<file path="config.mk">
export PLATFORM = sky130hd
export DESIGN_NAME = mem_lane_unit
export DESIGN_NICKNAME = d
export VERILOG_FILES = /design/src/rtl/mem_lane_pkg.sv /design/src/rtl/mem_op_decode.sv /design/src/rtl/mem_addr_gen.sv /design/src/rtl/mem_store_lanes.sv /design/src/rtl/mem_load_merge.sv /design/src/rtl/mem_lane_unit.sv
export SDC_FILE = /design/constraint.sdc
export NUM_CORES = 1
export LEC_CHECK = 0
export BUFFER_PORTS_ARGS = -buffer_cell sky130_fd_sc_hd__buf_2
export CAP_MARGIN = 10
export CORE_UTILIZATION = 55
export CTS_BUF_LIST = sky130_fd_sc_hd__clkbuf_2
export CTS_CLUSTER_SIZE = 40
export DETAILED_ROUTE_END_ITERATION = 8
export GPL_ROUTABILITY_DRIVEN = 1
export PLACE_DENSITY = 0.8
export SETUP_SLACK_MARGIN = 0.15
export SLEW_MARGIN = 20
export SYNTH_ARGS = -nofsm -noshare
export SYNTH_HDL_FRONTEND = slang
export SYNTH_HIERARCHICAL = 1
export SYNTH_SLANG_ARGS = --single-unit
export TNS_END_PERCENT = 20
</file>
<file path="constraint.sdc">
create_clock -name clk -period 3.8 [get_ports clk]
set_input_delay 0.19 -clock clk [delete_from_list [all_inputs] [get_ports clk]]
set_output_delay 0.19 -clock clk [all_outputs]
set_load 0.01 [all_outputs]
</file>
<file path="src/rtl/mem_lane_pkg.sv">
package mem_lane_pkg;

    localparam int DATA_W  = 32;
    localparam int LANES   = DATA_W / 8;
    localparam int OFF_W   = $clog2(LANES);

    typedef enum logic [2:0] {
        LK_BYTE_S,
        LK_BYTE_U,
        LK_HALF_S,
        LK_HALF_U,
        LK_WORD,
        LK_LEFT,
        LK_RIGHT
    } ld_kind_e;

    typedef enum logic [1:0] {
        SZ_BYTE,
        SZ_HALF,
        SZ_WORD,
        SZ_PART
    } acc_size_e;

endpackage

</file>
<file path="src/rtl/mem_op_decode.sv">
module mem_op_decode
    import mem_lane_pkg::*;
(
    input  logic [5:0] op,
    output logic       is_load,
    output logic       is_store,
    output ld_kind_e   kind,
    output acc_size_e  size
);

    always_comb begin
        is_load  = 1'b0;
        is_store = 1'b0;
        kind     = LK_WORD;
        size     = SZ_WORD;
        case (op)
            6'd32: begin is_load  = 1'b1; kind = LK_BYTE_S; size = SZ_BYTE; end
            6'd33: begin is_load  = 1'b1; kind = LK_HALF_S; size = SZ_HALF; end
            6'd34: begin is_load  = 1'b1; kind = LK_LEFT;   size = SZ_PART; end
            6'd35: begin is_load  = 1'b1; kind = LK_WORD;   size = SZ_WORD; end
            6'd36: begin is_load  = 1'b1; kind = LK_BYTE_U; size = SZ_BYTE; end
            6'd37: begin is_load  = 1'b1; kind = LK_HALF_U; size = SZ_HALF; end
            6'd38: begin is_load  = 1'b1; kind = LK_RIGHT;  size = SZ_PART; end
            6'd48: begin is_load  = 1'b1; kind = LK_WORD;   size = SZ_WORD; end
            6'd40: begin is_store = 1'b1; size = SZ_BYTE; end
            6'd41: begin is_store = 1'b1; size = SZ_HALF; end
            6'd43: begin is_store = 1'b1; size = SZ_WORD; end
            6'd56: begin is_store = 1'b1; size = SZ_WORD; end
            default: ;
        endcase
    end

endmodule

</file>
<file path="src/rtl/mem_addr_gen.sv">
module mem_addr_gen #(
    parameter int ADDR_W = 32,
    parameter int IMM_W  = 16
) (
    input  logic [ADDR_W-1:0] base,
    input  logic [IMM_W-1:0]  offset,
    output logic [ADDR_W-1:0] eff_addr
);

    localparam int EXT_W = ADDR_W - IMM_W;

    logic [ADDR_W-1:0] offset_ext;

    generate
        if (EXT_W > 0) begin : g_ext
            assign offset_ext = {{EXT_W{offset[IMM_W-1]}}, offset};
        end else begin : g_trunc
            assign offset_ext = offset[ADDR_W-1:0];
        end
    endgenerate

    assign eff_addr = base + offset_ext;

endmodule

</file>
<file path="src/rtl/mem_store_lanes.sv">
module mem_store_lanes
    import mem_lane_pkg::*;
(
    input  acc_size_e          size,
    input  logic [OFF_W-1:0]   k,
    input  logic [DATA_W-1:0]  rt,
    output logic [LANES-1:0]   be,
    output logic [DATA_W-1:0]  wdata
);

    // Lane i holds byte offset i, i.e. bits DATA_W-1-8i down to DATA_W-8-8i.
    for (genvar i = 0; i < LANES; i++) begin : g_lane
        localparam logic [OFF_W-1:0] LANE_OFF = OFF_W'(i);
        localparam int HI = DATA_W - 1 - 8 * i;
        logic hit;
        always_comb begin
            case (size)
                SZ_BYTE: hit = (k == LANE_OFF);
                SZ_HALF: hit = (k[OFF_W-1] == LANE_OFF[OFF_W-1]);
                default: hit = 1'b1;
            endcase
        end
        assign be[LANES-1-i] = hit;
        always_comb begin
            case (size)
                SZ_BYTE: wdata[HI -: 8] = rt[7:0];
                SZ_HALF: wdata[HI -: 8] = LANE_OFF[0] ? rt[7:0] : rt[15:8];
                default: wdata[HI -: 8] = rt[HI -: 8];
            endcase
        end
    end

endmodule

</file>
<file path="src/rtl/mem_load_merge.sv">
module mem_load_merge
    import mem_lane_pkg::*;
(
    input  ld_kind_e           kind,
    input  logic [OFF_W-1:0]   k,
    input  logic [DATA_W-1:0]  word,
    input  logic [DATA_W-1:0]  rt_old,
    output logic [DATA_W-1:0]  result
);

    localparam int SH_W = $clog2(DATA_W) + 1;

    logic [7:0]        byte_sel;
    logic [15:0]       half_sel;
    logic [SH_W-1:0]   sh_bits;
    logic [SH_W-1:0]   sh_rest;
    logic [DATA_W-1:0] ones_up;

    always_comb begin
        byte_sel = 8'h00;
        for (int i = 0; i < LANES; i++) begin
            if (k == OFF_W'(i)) byte_sel = word[DATA_W-1-8*i -: 8];
        end
        half_sel = k[OFF_W-1] ? word[15:0] : word[31:16];
        sh_bits  = SH_W'({k, 3'b000});
        sh_rest  = SH_W'(DATA_W) - sh_bits;
        ones_up  = {DATA_W{1'b1}} << sh_bits;

        case (kind)
            LK_BYTE_S: result = {{(DATA_W-8){byte_sel[7]}}, byte_sel};
            LK_BYTE_U: result = {{(DATA_W-8){1'b0}}, byte_sel};
            LK_HALF_S: result = {{(DATA_W-16){half_sel[15]}}, half_sel};
            LK_HALF_U: result = {{(DATA_W-16){1'b0}}, half_sel};
            LK_LEFT:   result = (word << sh_bits) | (rt_old & ~ones_up);
            LK_RIGHT:  result = (k == '0) ? rt_old
                              : ((word >> sh_rest) | (rt_old & ones_up));
            default:   result = word;
        endcase
    end

endmodule

</file>
<file path="src/rtl/mem_lane_unit.sv">
module mem_lane_unit
    import mem_lane_pkg::*;
#(
    parameter int ADDR_W = 32,
    parameter int IMM_W  = 16
) (
    input  logic              clk,
    input  logic              rst_n,
    input  logic              req_valid,
    input  logic [5:0]        req_op,
    input  logic [ADDR_W-1:0] req_base,
    input  logic [IMM_W-1:0]  req_offset,
    input  logic [DATA_W-1:0] req_rt,
    output logic              mem_valid,
    output logic              mem_we,
    output logic [ADDR_W-1:0] mem_addr,
    output logic [LANES-1:0]  mem_be,
    output logic [DATA_W-1:0] mem_wdata,
    output logic              misaligned,
    input  logic              rsp_valid,
    input  logic [DATA_W-1:0] rsp_rdata,
    output logic              ld_valid,
    output logic [DATA_W-1:0] ld_result
);

    typedef struct packed {
        logic              mv;
        logic              we;
        logic [LANES-1:0]  be;
        logic [ADDR_W-1:0] addr;
        logic [DATA_W-1:0] wd;
        logic              mis;
        ld_kind_e          kind;
        logic [OFF_W-1:0]  k;
        logic [DATA_W-1:0] rt;
        logic              lv;
        logic [DATA_W-1:0] res;
    } state_t;

    state_t st_d, st_q;

    logic              dec_load, dec_store;
    ld_kind_e          dec_kind;
    acc_size_e         dec_size;
    logic [ADDR_W-1:0] ea;
    logic [OFF_W-1:0]  ea_k;
    logic [LANES-1:0]  st_be;
    logic [DATA_W-1:0] st_wd;
    logic [DATA_W-1:0] merged;

    mem_op_decode u_dec (
        .op       (req_op),
        .is_load  (dec_load),
        .is_store (dec_store),
        .kind     (dec_kind),
        .size     (dec_size)
    );

    mem_addr_gen #(.ADDR_W(ADDR_W), .IMM_W(IMM_W)) u_agen (
        .base     (req_base),
        .offset   (req_offset),
        .eff_addr (ea)
    );

    assign ea_k = ea[OFF_W-1:0];

    mem_store_lanes u_st (
        .size  (dec_size),
        .k     (ea_k),
        .rt    (req_rt),
        .be    (st_be),
        .wdata (st_wd)
    );

    mem_load_merge u_ld (
        .kind   (st_q.kind),
        .k      (st_q.k),
        .word   (rsp_rdata),
        .rt_old (st_q.rt),
        .result (merged)
    );

    always_comb begin
        st_d     = st_q;
        st_d.mv  = 1'b0;
        st_d.we  = 1'b0;
        st_d.mis = 1'b0;
        st_d.lv  = rsp_valid;
        if (rsp_valid) st_d.res = merged;
        if (req_valid && (dec_load || dec_store)) begin
            st_d.mv   = 1'b1;
            st_d.we   = dec_store;
            st_d.addr = {ea[ADDR_W-1:OFF_W], {OFF_W{1'b0}}};
            st_d.be   = dec_store ? st_be : '0;
            st_d.wd   = dec_store ? st_wd : '0;
            case (dec_size)
                SZ_HALF: st_d.mis = ea_k[0];
                SZ_WORD: st_d.mis = (ea_k != '0);
                default: st_d.mis = 1'b0;
            endcase
        end
        if (req_valid && dec_load) begin
            st_d.kind = dec_kind;
            st_d.k    = ea_k;
            st_d.rt   = req_rt;
        end
    end

    always_ff @(posedge clk) begin
        if (!rst_n) begin
            st_q      <= '0;
            st_q.kind <= LK_WORD;
        end else begin
            st_q <= st_d;
        end
    end

    assign mem_valid  = st_q.mv;
    assign mem_we     = st_q.we;
    assign mem_addr   = st_q.addr;
    assign mem_be     = st_q.be;
    assign mem_wdata  = st_q.wd;
    assign misaligned = st_q.mis;
    assign ld_valid   = st_q.lv;
    assign ld_result  = st_q.res;

    assert_addr_aligned_R1: assert property (@(posedge clk) disable iff (!rst_n)
        mem_valid |-> (mem_addr[OFF_W-1:0] == '0));

    assert_read_no_enables_R2: assert property (@(posedge clk) disable iff (!rst_n)
        (mem_valid && !mem_we) |-> (mem_be == '0));

    assert_result_after_rsp_R2: assert property (@(posedge clk) disable iff (!rst_n)
        ld_valid |-> $past(rsp_valid));

    assert_store_enable_shape_R8: assert property (@(posedge clk) disable iff (!rst_n)
        (mem_valid && mem_we) |-> ($onehot0(mem_be) && mem_be != '0
            || mem_be == 4'b1100 || mem_be == 4'b0011 || mem_be == 4'b1111));

    assert_flag_with_access_R10: assert property (@(posedge clk) disable iff (!rst_n)
        misaligned |-> (mem_valid && mem_be != 4'b1000 && mem_be != 4'b0100
            && mem_be != 4'b0010 && mem_be != 4'b0001));

    assert_write_needs_access_R11: assert property (@(posedge clk) disable iff (!rst_n)
        !mem_valid |-> !mem_we);

endmodule

</file>
* Word-level counts from Yosys, hierarchy flattened
Cells that the tools add are included.
W data, S select, Z words.
** Operators by class
- $add $sub $neg :: 2
- Eq/ne operators :: 25
- Shift operators :: 3
- Muxes and demuxes :: 22
- Bitwise gates (word level) :: 6
- Reductions and logical operators :: 15
** Operators by type and width (count)
- $pmux W32 S6 :: 1
- $eq A6 B6 Y1 const B :: 12
- $mux W71 :: 1
- $and A32 B32 Y32 :: 2
- $mux W32 :: 2
- $or A32 B32 Y32 :: 2
- $mux W8 :: 6
- $add A32 B32 Y32 :: 1
- $not A32 Y32 :: 1
- $shl A32 B5 Y32 :: 1
- $shl A32 B5 Y32 const A :: 1
- $shr A32 B6 Y32 :: 1
- $pmux W3 S6 :: 1
- $mux W16 :: 1
- $pmux W8 S2 :: 1
- $eq A2 B2 Y1 const B :: 5
- $pmux W1 S2 :: 5
- $reduce_or A8 Y1 :: 1
- $eq A2 B1 Y1 const B :: 3
- $eq A3 B2 Y1 const B :: 2
- $eq A3 B3 Y1 const B :: 2
- $logic_not A2 Y1 :: 3
- $pmux W2 S3 :: 1
- $reduce_or A3 Y1 :: 2
- other kinds (12) :: 15
** Storage, ports and cells
- Flip-flop bits (word level) :: 139
- Input port bits :: 122
- Output and inout bits :: 104
- Logic and storage cells :: 84

* Logic depth before layout (Yosys ltp)
- Depth after elaboration :: 8
- Depth in mapped cells :: 13
- Mapped depth without buffers :: 11

* Hierarchy
The synthesis kept the hierarchy.
** Modules (own cells, without submodules)
- mem_lane_unit :: times used 1, cells each 603, area each 6108.4 um^2, sequential area each 2782.7 um^2
- mem_load_merge :: times used 1, cells each 357, area each 2697.6 um^2, sequential area each 0.0 um^2
- mem_addr_gen :: times used 1, cells each 241, area each 1744.2 um^2, sequential area each 0.0 um^2
- mem_store_lanes :: times used 1, cells each 64, area each 561.8 um^2, sequential area each 0.0 um^2
- mem_op_decode :: times used 1, cells each 22, area each 145.1 um^2, sequential area each 0.0 um^2

* Least setup slack after synthesis
No wires, ideal clock.
- Kind :: register to register
- Start point :: reg st_q[65] (netlist bit)
- End point :: reg st_q (netlist bit ld_result[12])
- Library setup time :: 0.116 ns
- Data arrival time :: 2.599 ns
- Data required time :: 3.684 ns
- Path slack :: 1.085 ns
- Stages on the path, launching flop included :: 14
- Path buffers :: 5
- Clock period less this slack :: 2.715 ns
- Cell sequence :: dfxtp_1 -> buf_6 -> buf_2 -> inv_1 -> buf_2 -> ha_1 -> buf_4 -> buf_2 -> mux2i_1 -> a2bb2oi_1 -> o22ai_1 -> o32a_1 -> mux2i_1 -> nor2b_1
** Between the ends
- Longest elaborated chain between the ends :: 6
- Elaborated cells on any way between the ends :: 19
- Those cells by class :: add/sub (1); eq/ne (3); shift (3); mux (6); bitwise (5); reduce/logical (1)
** Ends and longest elaborated chain
- from (decl) :: line mem_lane_unit.sv:40 : state_t st_d, st_q;
- from (signal assigned) :: line mem_lane_unit.sv:114 : st_q <= st_d;
- branches (longest 5 deep; another with $sub A6 B5 Y6)
- $pmux W32 S6 * :: line mem_load_merge.sv:29 : case (kind)
- named net merged[12] :: line mem_lane_unit.sv:49 : logic [DATA_W-1:0] merged;
Mark *: on every way through the listed nets, which the timed path passes.
A chain may end at the register's enable or synchronous reset.

* Final worst setup path
- Start point :: reg st_q[65] (netlist bit)
- End point :: reg st_q (netlist bit ld_result[18])
The elaborated chain is that of the path after synthesis.

==> flow_metrics.py <==
metrics = {
    "worst_setup_path": {
        "cp.required_ns": 4.45,
        "crit_type": "reg2reg",
        "crit_fanout": 56,
        "critPathCaptureType": "flip-flop",
        "crit_arrival_ns": 3.80,
        "start_kind": "flip-flop",
    },
    "drt": {
        "wl_met1_um": 13200,
        "route.detailed.drc": 0,
        "wl_per_cell_um": 19.6,
        "wl_um": 33900,
        "drtIter0Drc": 1285,
        "dr.max_layer_used": "met4",
        "vias": 10735,
        "wl_met3_um": 2890,
        "viasPerCell": 6.20,
        "dr_wl_met2_um": 16100,
        "antenna_left": 0,
        "firstDrtPassIters": 6,
    },
    "cells_and_area": {
        "final_cell_area_um2": 12900,
        "final_cells": 1731,
        "areaGrowthSynthToFinish_pct": 14.4,
        "post-route-util_pct": 65.1,
        "drive_gt1_share_pct": 23.5,
        "fin_nets": 1614,
    },
    "clocking": {
        "cts-buffers-inserted": 17,
        "clk_pin_slew_ns": 0.22,
        "clock_sinks": 139,
        "clockBufferDepth": 2,
        "ctsHtreeMaxLevel": 4,
        "cts_setup_buffers": 0,
        "clockRootBuffer": "clkbuf_2",
        "cts_tree": "built",
        "clk_latency_ns": 0.74,
    },
    "die": {
        "dieArea_um2": 21000,
        "die_y_um": 145,
        "start_util_pct": 56.9,
        "die-width_um": 145,
        "rows": 51,
        "coreArea_um2": 19800,
        "io_pins": 226,
    },
    "yosys": {
        "yosys-top-cells-area": "dfxtp_1 25%, mux2i_1 8.4%, buf_4 8.2%",
        "synth_edf_count": 0,
        "yosys_warnings": 6,
        "yosysUniqueCellTypes": 88,
        "synth_top_area_share_pct": 24.7,
        "yosysTopAreaCell": "dfxtp_1",
        "synth_area_um2": 11300,
        "avgSynthCellArea_um2": 8.75,
        "async_reset_ff_share_pct": 0,
        "syn-instance-count": 1287,
        "synth_flop_cell": "dfxtp_1",
        "yosys.cell_count.top_type": "dfxtp_1",
        "ys_ff_latch": 139,
        "yosysSeqAreaShare_pct": 24.7,
        "synth_common_cells": "139 x dfxtp_1, 130 x nand2_1, 123 x buf_4",
    },
    "power_and_ir_drop": {
        "leakage_nw": 5.75,
        "power_mw": 3.54,
        "vdd_ir_drop_max_uv": 167,
        "powerDensity_nw_per_um2": 275,
    },
    "global_route": {
        "grt_pass1_vias": 10398,
        "grt_max_degree": 87,
        "grt_pass1_wl_um": 53600,
        "grt_usage_pct": 31.4,
        "gr-total-overflow": 0,
        "grt_antenna_before_repair": 1,
    },
    "sta": {
        "slew_headroom_pct": 34.4,
        "finalCritPeriodShare_pct": 82.9,
        "finalSetupViolCount": 0,
        "worst_slew_pin_slew_ns": 0.984,
        "skew_ns": 0.0362,
        "period_minus_slack_ns": 3.15,
        "final.setup.worst_slack_ns": 0.649,
        "hold_violations": 0,
        "whs_ns": 0.0519,
        "fin_tns_setup_ns": 0,
        "fmax_mhz": 317,
        "drv_slew": 0,
        "grt_setup_unrepaired": "no",
    },
    "place": {
        "gp_congestion": 1.00,
        "dp_cells": 1575,
        "dpl-instance-area_um2": 11400,
        "pre_cts_ws_ns": 0.766,
        "hpwlAfterDp_um": 22300,
        "port_buffers": 223,
    },
    "run": {
        "drv_cap": 0,
    },
    "run_status": {
        "status": "finished clean",
    },
    "hold_path": {
        "min_path_type": "in2reg",
    },
}
-- critical path, stage by stage (launching register included) --
cell and delay (ns):
dfxtp_2 0.37, buf_4 0.56, ha_1 0.70, a211oi_1 0.11, a211o_1 0.39, o221ai_4 0.46
o32a_1 0.25, mux2i_1 0.07, nor2b_1 0.17
-- sequential cells by signal (all words and copies together) (netlist names) --
register and count:
st_q 37, ld_result 32, mem_wdata 32, mem_addr 30, mem_be 4, ld_valid 1
mem_valid 1, mem_we 1, misaligned 1
-- cells by family after synthesis --
group | count (synthesis) | share of synthesized area, %
buffers and inverters | 234 | 13.5
xor gates and xnor gates | 28 | 2.18
AOI/OAI and AO/OA | 382 | 26.7
other | 1 | 0.0333
and+or+nand+nor | 323 | 14.9
DFF | 139 | 24.7
adders and majority gates | 39 | 4.40
muxes | 141 | 13.7
-- timing repair --
| action | 4_1_cts | 5_1_grt |
|---|---|---|
| endpoints found under the hold margin | 123 | 0 |
| gates resized for setup | 0 | 0 |
| hold buffers | 124 | 0 |
-- final cells by class --
cell class,instances,area [µm²]
Fill cell,1656,6900
Inverter,17,63.8
Timing Repair Buffer,363,2490
Tap cell,265,332
Multi-Input combinational cell,915,6980
Sequential cell,139,2780
Antenna cell,1,2.50
Clock buffer,18,90.1
Clock inverter,13,143
-- worst paths after layout --
check	end	from	slack, ns	depth (start not counted)
min	misaligned	req_op[0]	0.05	4
max	ld_result[18]	st_q[65]	0.65	8
min reg2reg	mem_addr[6]	mem_addr[6]	0.48	2
max reg2reg	ld_result[18]	st_q[65]	0.65	8
-- power by group --
group / leakage, nW / switching (mW) / total (mW) / internal, mW
Sequential: 1.13 / 0.0345 / 1.55 / 1.52
Combinational: 4.49 / 0.578 / 1.09 / 0.508
Clock: 0.131 / 0.601 / 0.907 / 0.306
Total: 5.75 / 1.21 / 3.54 / 2.33
-- placed cells by master (no fill, tap or decap), types with 7 or more instances in the layout --
master / netlist / layout
a211oi_1: 10 / 10
a21boi_0: 23 / 23
a21boi_1: 13 / 13
a21o_1: 21 / 21
a21oi_1: 67 / 67
a221oi_1: 7 / 7
a22oi_1: 19 / 19
a2bb2oi_1: 9 / 9
a32o_1: 38 / 38
and3_1: 38 / 38
buf_2: 40 / 222
buf_4: 123 / 16
clkbuf_2: 1 / 18
dfxtp_1: 139 / 138
dlygate4sd3_1: 0 / 124
ha_1: 38 / 38
inv_1: 16 / 16
mux2_1: 15 / 15
mux2_2: 26 / 26
mux2i_1: 94 / 94
nand2_1: 130 / 130
nand2b_1: 8 / 8
nand3_1: 12 / 12
nand4_1: 8 / 8
nor2_1: 33 / 33
nor2b_1: 48 / 48
nor3_1: 9 / 9
o21a_1: 38 / 38
o21ai_0: 16 / 16
o21ai_2: 11 / 10
o22a_1: 10 / 10
o22ai_1: 14 / 14
o32a_1: 20 / 20
o32ai_1: 8 / 8
xnor2_1: 13 / 13
xor2_1: 15 / 15
-- metal layers --
metal | track usage, % | vias to the layer above
li1 | - | 4983
met2 | 53.3 | 631
met5 | 0 | -
met3 | 6.54 | 138
met4 | 16.8 | 0
met1 | 37.1 | 4983
Power figures use the tool's default switching activity.
